==> config.mk <==
export PLATFORM = sky130hd
export DESIGN_NAME = branch_rec_stack
export DESIGN_NICKNAME = d
export VERILOG_FILES = /design/src/rtl/brs_pkg.sv /design/src/rtl/brs_ptr.sv /design/src/rtl/brs_store.sv /design/src/rtl/brs_frz_ctl.sv /design/src/rtl/branch_rec_stack.sv
export SDC_FILE = /design/constraint.sdc
export NUM_CORES = 2
export LEC_CHECK = 0
export ABC_AREA = 1
export CORE_MARGIN = 8
export CORE_UTILIZATION = 47
export DETAILED_ROUTE_END_ITERATION = 8
export GPL_ROUTABILITY_DRIVEN = 0
export PLACE_DENSITY = 0.73
export SLEW_MARGIN = 25
export SYNTH_ARGS = -nofsm -noshare
export SYNTH_HDL_FRONTEND = slang
export SYNTH_SLANG_ARGS = --single-unit
==> constraint.sdc <==
create_clock -name clk -period 4.2 [get_ports clk]
set_input_delay 0.42 -clock clk [delete_from_list [all_inputs] [get_ports clk]]
set_output_delay 0.42 -clock clk [all_outputs]
set_load 0.01 [all_outputs]
==> src/rtl/brs_pkg.sv <==
`timescale 1ns/1ps
package brs_pkg;
  localparam int unsigned STAT_W  = 64;
  localparam int unsigned FRZ_BIT = 58;

  // pointer successor, wrapping at depth
  function automatic int unsigned brs_next(input int unsigned cur, input int unsigned depth);
    return (cur + 1 >= depth) ? 0 : cur + 1;
  endfunction
endpackage

==> src/rtl/brs_ptr.sv <==
`timescale 1ns/1ps
module brs_ptr #(
  parameter int DEPTH = 16,
  parameter int IW    = $clog2(DEPTH)
) (
  input  logic          clk,
  input  logic          rst_n,
  input  logic          adv,
  output logic [IW-1:0] tos_q,
  output logic [IW-1:0] tos_nxt
);
  import brs_pkg::*;

  assign tos_nxt = IW'(brs_next({{(32-IW){1'b0}}, tos_q}, DEPTH));

  always_ff @(posedge clk or negedge rst_n) begin
    if (!rst_n)   tos_q <= '0;
    else if (adv) tos_q <= tos_nxt;
  end
endmodule

==> src/rtl/brs_store.sv <==
`timescale 1ns/1ps
module brs_store #(
  parameter int DEPTH = 16,
  parameter int AW    = 48,
  parameter int IW    = $clog2(DEPTH)
) (
  input  logic          clk,
  input  logic          rst_n,
  input  logic          wr_en,
  input  logic [IW-1:0] wr_idx,
  input  logic [AW-1:0] wr_src,
  input  logic [AW-1:0] wr_dst,
  input  logic [IW-1:0] rd_idx,
  output logic [AW-1:0] rd_src,
  output logic [AW-1:0] rd_dst
);
  logic [AW-1:0] src_q [DEPTH];
  logic [AW-1:0] dst_q [DEPTH];

  always_ff @(posedge clk or negedge rst_n) begin
    if (!rst_n) begin
      for (int i = 0; i < DEPTH; i++) begin
        src_q[i] <= '0;
        dst_q[i] <= '0;
      end
    end else if (wr_en) begin
      for (int i = 0; i < DEPTH; i++) begin
        if (wr_idx == IW'(i)) begin
          src_q[i] <= wr_src;
          dst_q[i] <= wr_dst;
        end
      end
    end
  end

  // indices at or past DEPTH return zero
  always_comb begin
    rd_src = '0;
    rd_dst = '0;
    for (int i = 0; i < DEPTH; i++) begin
      if (rd_idx == IW'(i)) begin
        rd_src = src_q[i];
        rd_dst = dst_q[i];
      end
    end
  end
endmodule

==> src/rtl/brs_frz_ctl.sv <==
`timescale 1ns/1ps
module brs_frz_ctl #(
  parameter bit STREAMLINED = 1'b0
) (
  input  logic clk,
  input  logic rst_n,
  input  logic ctl_wr,
  input  logic ctl_rec_en,
  input  logic ctl_frz_on,
  input  logic pmi,
  input  logic frz_clr,
  output logic rec_en_q,
  output logic frz_on_q,
  output logic frz_q,
  output logic trig
);
  assign trig = pmi & rec_en_q & frz_on_q;

  always_ff @(posedge clk or negedge rst_n) begin
    if (!rst_n)      frz_on_q <= 1'b0;
    else if (ctl_wr) frz_on_q <= ctl_frz_on;
  end

  generate
    if (STREAMLINED) begin : g_stream
      always_ff @(posedge clk or negedge rst_n) begin
        if (!rst_n)      rec_en_q <= 1'b0;
        else if (ctl_wr) rec_en_q <= ctl_rec_en;
      end
      always_ff @(posedge clk or negedge rst_n) begin
        if (!rst_n)       frz_q <= 1'b0;
        else if (trig)    frz_q <= 1'b1;
        else if (frz_clr) frz_q <= 1'b0;
      end
    end else begin : g_legacy
      logic unused_clr;
      assign unused_clr = frz_clr;
      assign frz_q = 1'b0;
      always_ff @(posedge clk or negedge rst_n) begin
        if (!rst_n)      rec_en_q <= 1'b0;
        else if (trig)   rec_en_q <= 1'b0;
        else if (ctl_wr) rec_en_q <= ctl_rec_en;
      end
    end
  endgenerate
endmodule

==> src/rtl/branch_rec_stack.sv <==
`timescale 1ns/1ps
module branch_rec_stack #(
  parameter int DEPTH       = 16,
  parameter int AW          = 48,
  parameter bit STREAMLINED = 1'b0,
  localparam int IW         = $clog2(DEPTH)
) (
  input  logic          clk,
  input  logic          rst_n,
  input  logic          ctl_wr,
  input  logic          ctl_rec_en,
  input  logic          ctl_frz_on,
  input  logic          br_valid,
  input  logic [AW-1:0] br_src,
  input  logic [AW-1:0] br_dst,
  input  logic          pmi_pulse,
  input  logic          frz_clr,
  input  logic [IW-1:0] rd_idx,
  output logic [AW-1:0] rd_src,
  output logic [AW-1:0] rd_dst,
  output logic [IW-1:0] tos,
  output logic          rec_en,
  output logic          frz_on_int,
  output logic [63:0]   status
);
  import brs_pkg::*;

  logic          frz_q;
  logic          record_evt;
  logic          freeze_evt;
  logic [IW-1:0] tos_nxt;

  brs_frz_ctl #(.STREAMLINED(STREAMLINED)) u_ctl (
    .clk(clk), .rst_n(rst_n), .ctl_wr(ctl_wr), .ctl_rec_en(ctl_rec_en),
    .ctl_frz_on(ctl_frz_on), .pmi(pmi_pulse), .frz_clr(frz_clr),
    .rec_en_q(rec_en), .frz_on_q(frz_on_int), .frz_q(frz_q), .trig(freeze_evt)
  );

  // a strobe in the trigger cycle still sees pre-edge state
  assign record_evt = br_valid & rec_en & ~frz_q;

  brs_ptr #(.DEPTH(DEPTH), .IW(IW)) u_ptr (
    .clk(clk), .rst_n(rst_n), .adv(record_evt), .tos_q(tos), .tos_nxt(tos_nxt)
  );

  brs_store #(.DEPTH(DEPTH), .AW(AW), .IW(IW)) u_store (
    .clk(clk), .rst_n(rst_n), .wr_en(record_evt), .wr_idx(tos_nxt),
    .wr_src(br_src), .wr_dst(br_dst), .rd_idx(rd_idx),
    .rd_src(rd_src), .rd_dst(rd_dst)
  );

  assign status = {{(STAT_W-FRZ_BIT-1){1'b0}}, frz_q, {FRZ_BIT{1'b0}}};
endmodule

==> results_dict.tcl <==
set metrics [dict create \
    status "complete, no violations" \
    via_per_inst 5.68 \
    ys_ff_latch 1542 \
    wirelength_um 214000 \
    cts_buffer_depth 3 \
    boundaryPins 274 \
    muxShareOfSynthArea_pct 0.0314 \
    die_w_um 396 \
    overflow 0 \
    hpwl_um 129000 \
    worst-path-max-fanout 71 \
    cts_tree "yes" \
    drtAntennaViolNets 0 \
    synth-edff-count 0 \
    grt_use_total_pct 26.6 \
    total_power_mw 48.5 \
    power_density_nw_per_um2 631 \
    path_class "input pin to output port" \
    synth_compound_area_share_pct 12.3 \
    cts_buffers 153 \
    grt_pass1_vias 54000 \
    drt_iter0_drc 7619 \
    use_met3_pct 7.74 \
    irDropWorstVdd_uv 386 \
    clkSlewWorstSetupHoldPaths_ns 0.06 \
    crit_required_ns 3.78 \
    start_util_pct 47.3 \
    critPathArrivalTime_ns 3.71 \
    ys_types 29 \
    synthXorXnorAreaFrac_pct 0.0258 \
    core_um2 143000 \
    async_reset_ff_share_pct 100 \
    finalHoldViolCount 0 \
    die_h_um 396 \
    placedCellCount 9878 \
    groute.layer.met2.usage_pct 38.9 \
    avgSynthCellArea_um2 8.21 \
    nNetsFinal 8247 \
    grt_pass1_wl_um 327000 \
    cts.sink_count 1542 \
    relSlewSlack_pct 34.9 \
    max_freq_mhz 242 \
    final_common_cell "nand2_1" \
    mostFrequentLayoutCells "2675 x nand2_1, 1568 x o21ai_0, 1542 x dfrtp_1, 441 x nor2_1, 425 x nand3_1" \
    yosys_warnings 0 \
    root_buffer "clkbuf_16" \
    rsz0062_at_grt "yes" \
    critPathCaptureType "output port" \
    place_area_um2 71600 \
    vias 57700 \
    yosysSeqAreaShare_pct 56.9 \
    netlist_area_um2 67800 \
    h-tree-depth 4 \
    slew_violations 0 \
    clock_skew_ns 0.0228 \
    top_usage_layer "met2" \
    fin_crit_sh_pct 98.4 \
    clkLatencyLatePin_ns 0.79 \
    rows 139 \
    area_growth_pct 13.3 \
    synth_adder_area_share_pct 0.0923 \
    finish.instance_area_um2 76800 \
    firstDrtPassIters 8 \
    routedWlPerCell_um 21.1 \
    synth_flop_cell "dfrtp_1" \
    met1_usage_pct 38.4 \
    drc_errors 0 \
    worst_pin_slew_ns 0.976 \
    die_area_um2 157000 \
    setup_violations 0 \
    setup_slack_ns 0.0656 \
    antenna_found_initial 10 \
    start_kind "input pin" \
    fin_cells 10200 \
    period_minus_slack_ns 4.13 \
    io_buffers 208 \
    timing.setup.tns_ns 0 \
    grt_max_degree 193 \
    drive_above_1_share_pct 6.00 \
    leakage_nw 36.0 \
    netlist_instances 8258 \
    hp-class "input pin to flip-flop" \
    dp_slack_ns 0.141 \
    synth_top_family_by_area "simple AND/OR/NAND/NOR gates" \
    synth_simple_gate_area_share_pct 23.8 \
    drv_cap 0 \
]
[registers in the layout, indices dropped and copies added, names as in the netlist]
name / flops
u_ctl.frz_on_q: 1
u_store.src_q: 768
u_ctl.rec_en_q: 1
u_store.dst_q: 768
u_ptr.tos_q: 4
[worst max-delay path, cell delays in order]
cell	delay, ns
clkdlybuf4s50_1	0.72
inv_2	0.11
nor2_1	0.28
inv_2	0.14
nor2_4	0.16
buf_16	0.43
a21oi_1	0.14
nand4_1	0.14
nand2_1	0.07
nand3_1	0.08
nand2_1	0.05
nand2_1	0.29
clkdlybuf4s50_1	0.64
[power breakdown]
| part | switching [mW] | total [mW] | internal [mW] | leakage [nW] |
|---|---|---|---|---|
| sequential | 3.26 | 24.2 | 21.0 | 20.4 |
| combinational | 6.14 | 10.2 | 4.02 | 13.0 |
| clock | 5.84 | 14.1 | 8.29 | 2.57 |
[routing by layer]
metal	vias to the layer above	share of wire [%]
li1	26100	-
met1	28300	43
met3	398	12
met5	-	0.035
met2	2966	42
met4	10	2.6
[kinds of logic (layout without fill, tap and decap cells)]
logic type / Yosys count / in the layout
flops: 1542 / 1542
other cells: 1 / 70
simple gates: 3917 / 3917
compound gates: 1659 / 1659
buf+inv: 1130 / 1058
xor+xnor: 2 / 2
fa+ha+maj: 5 / 5
mux: 2 / 2
[synth_stat cells (all sizes together), types with 5 or more instances]
cell type	instances	area share (%)
nand2	2696	15
o21ai	1568	12
nor2	458	2.6
nand3	428	3.2
clkbuf	487	2.7
nor3	15	0.11
buf	211	1.8
or2	111	1.0
inv	432	2.4
ha	5	0.092
a21oi	90	0.66
nand4	208	1.9
dfrtp	1542	57
[per-stage QoR]
stage / hold slack [ns] / util [%]
2_1_floorplan: 0.124 / -
3_3_place_gp: 0.459 / 49.9
3_5_place_dp: 0.466 / 49.9
4_1_cts: 0.219 / 53.6
5_1_grt: 0.256 / 53.6
6_report: 0.262 / 53.6
[worst paths after layout]
check / from / endpoint / slack [ns] / cells past startpoint
min reg2reg: u_store.src_q[123] / u_store.src_q[123] / 0.48 / 2
min: ctl_frz_on / u_ctl.frz_on_q / 0.26 / 2
max: rd_idx[3] / rd_dst[42] / 0.07 / 13
max in group asynchronous: rst_n / u_store.src_q[472] / 2.50 / 3
max reg2reg: u_ctl.rec_en_q / u_store.src_q[35] / 1.01 / 6
min in group asynchronous: rst_n / u_store.dst_q[605] / 0.31 / 2
[timing repair]
action                     4_1_cts  5_1_grt
hold buffers                     1        0
gates resized for setup          0        6
hold endpoints to repair        95        0
buffers inserted                 0        3
setup endpoints to repair        0        6
[area by class of cell]
| type | instances | area [um^2] |
|---|---|---|
| Multi-Input combinational cell | 5649 | 25000 |
| Inverter | 432 | 1630 |
| Clock buffer | 238 | 4780 |
| Sequential cell | 1542 | 38600 |
| Clock inverter | 32 | 405 |
| Antenna cell | 6 | 15.0 |
| Fill cell | 12700 | 66500 |
| Tap cell | 1903 | 2380 |
| Timing Repair Buffer | 356 | 4040 |
No activity file was read; power rests on OpenSTA's default activity.
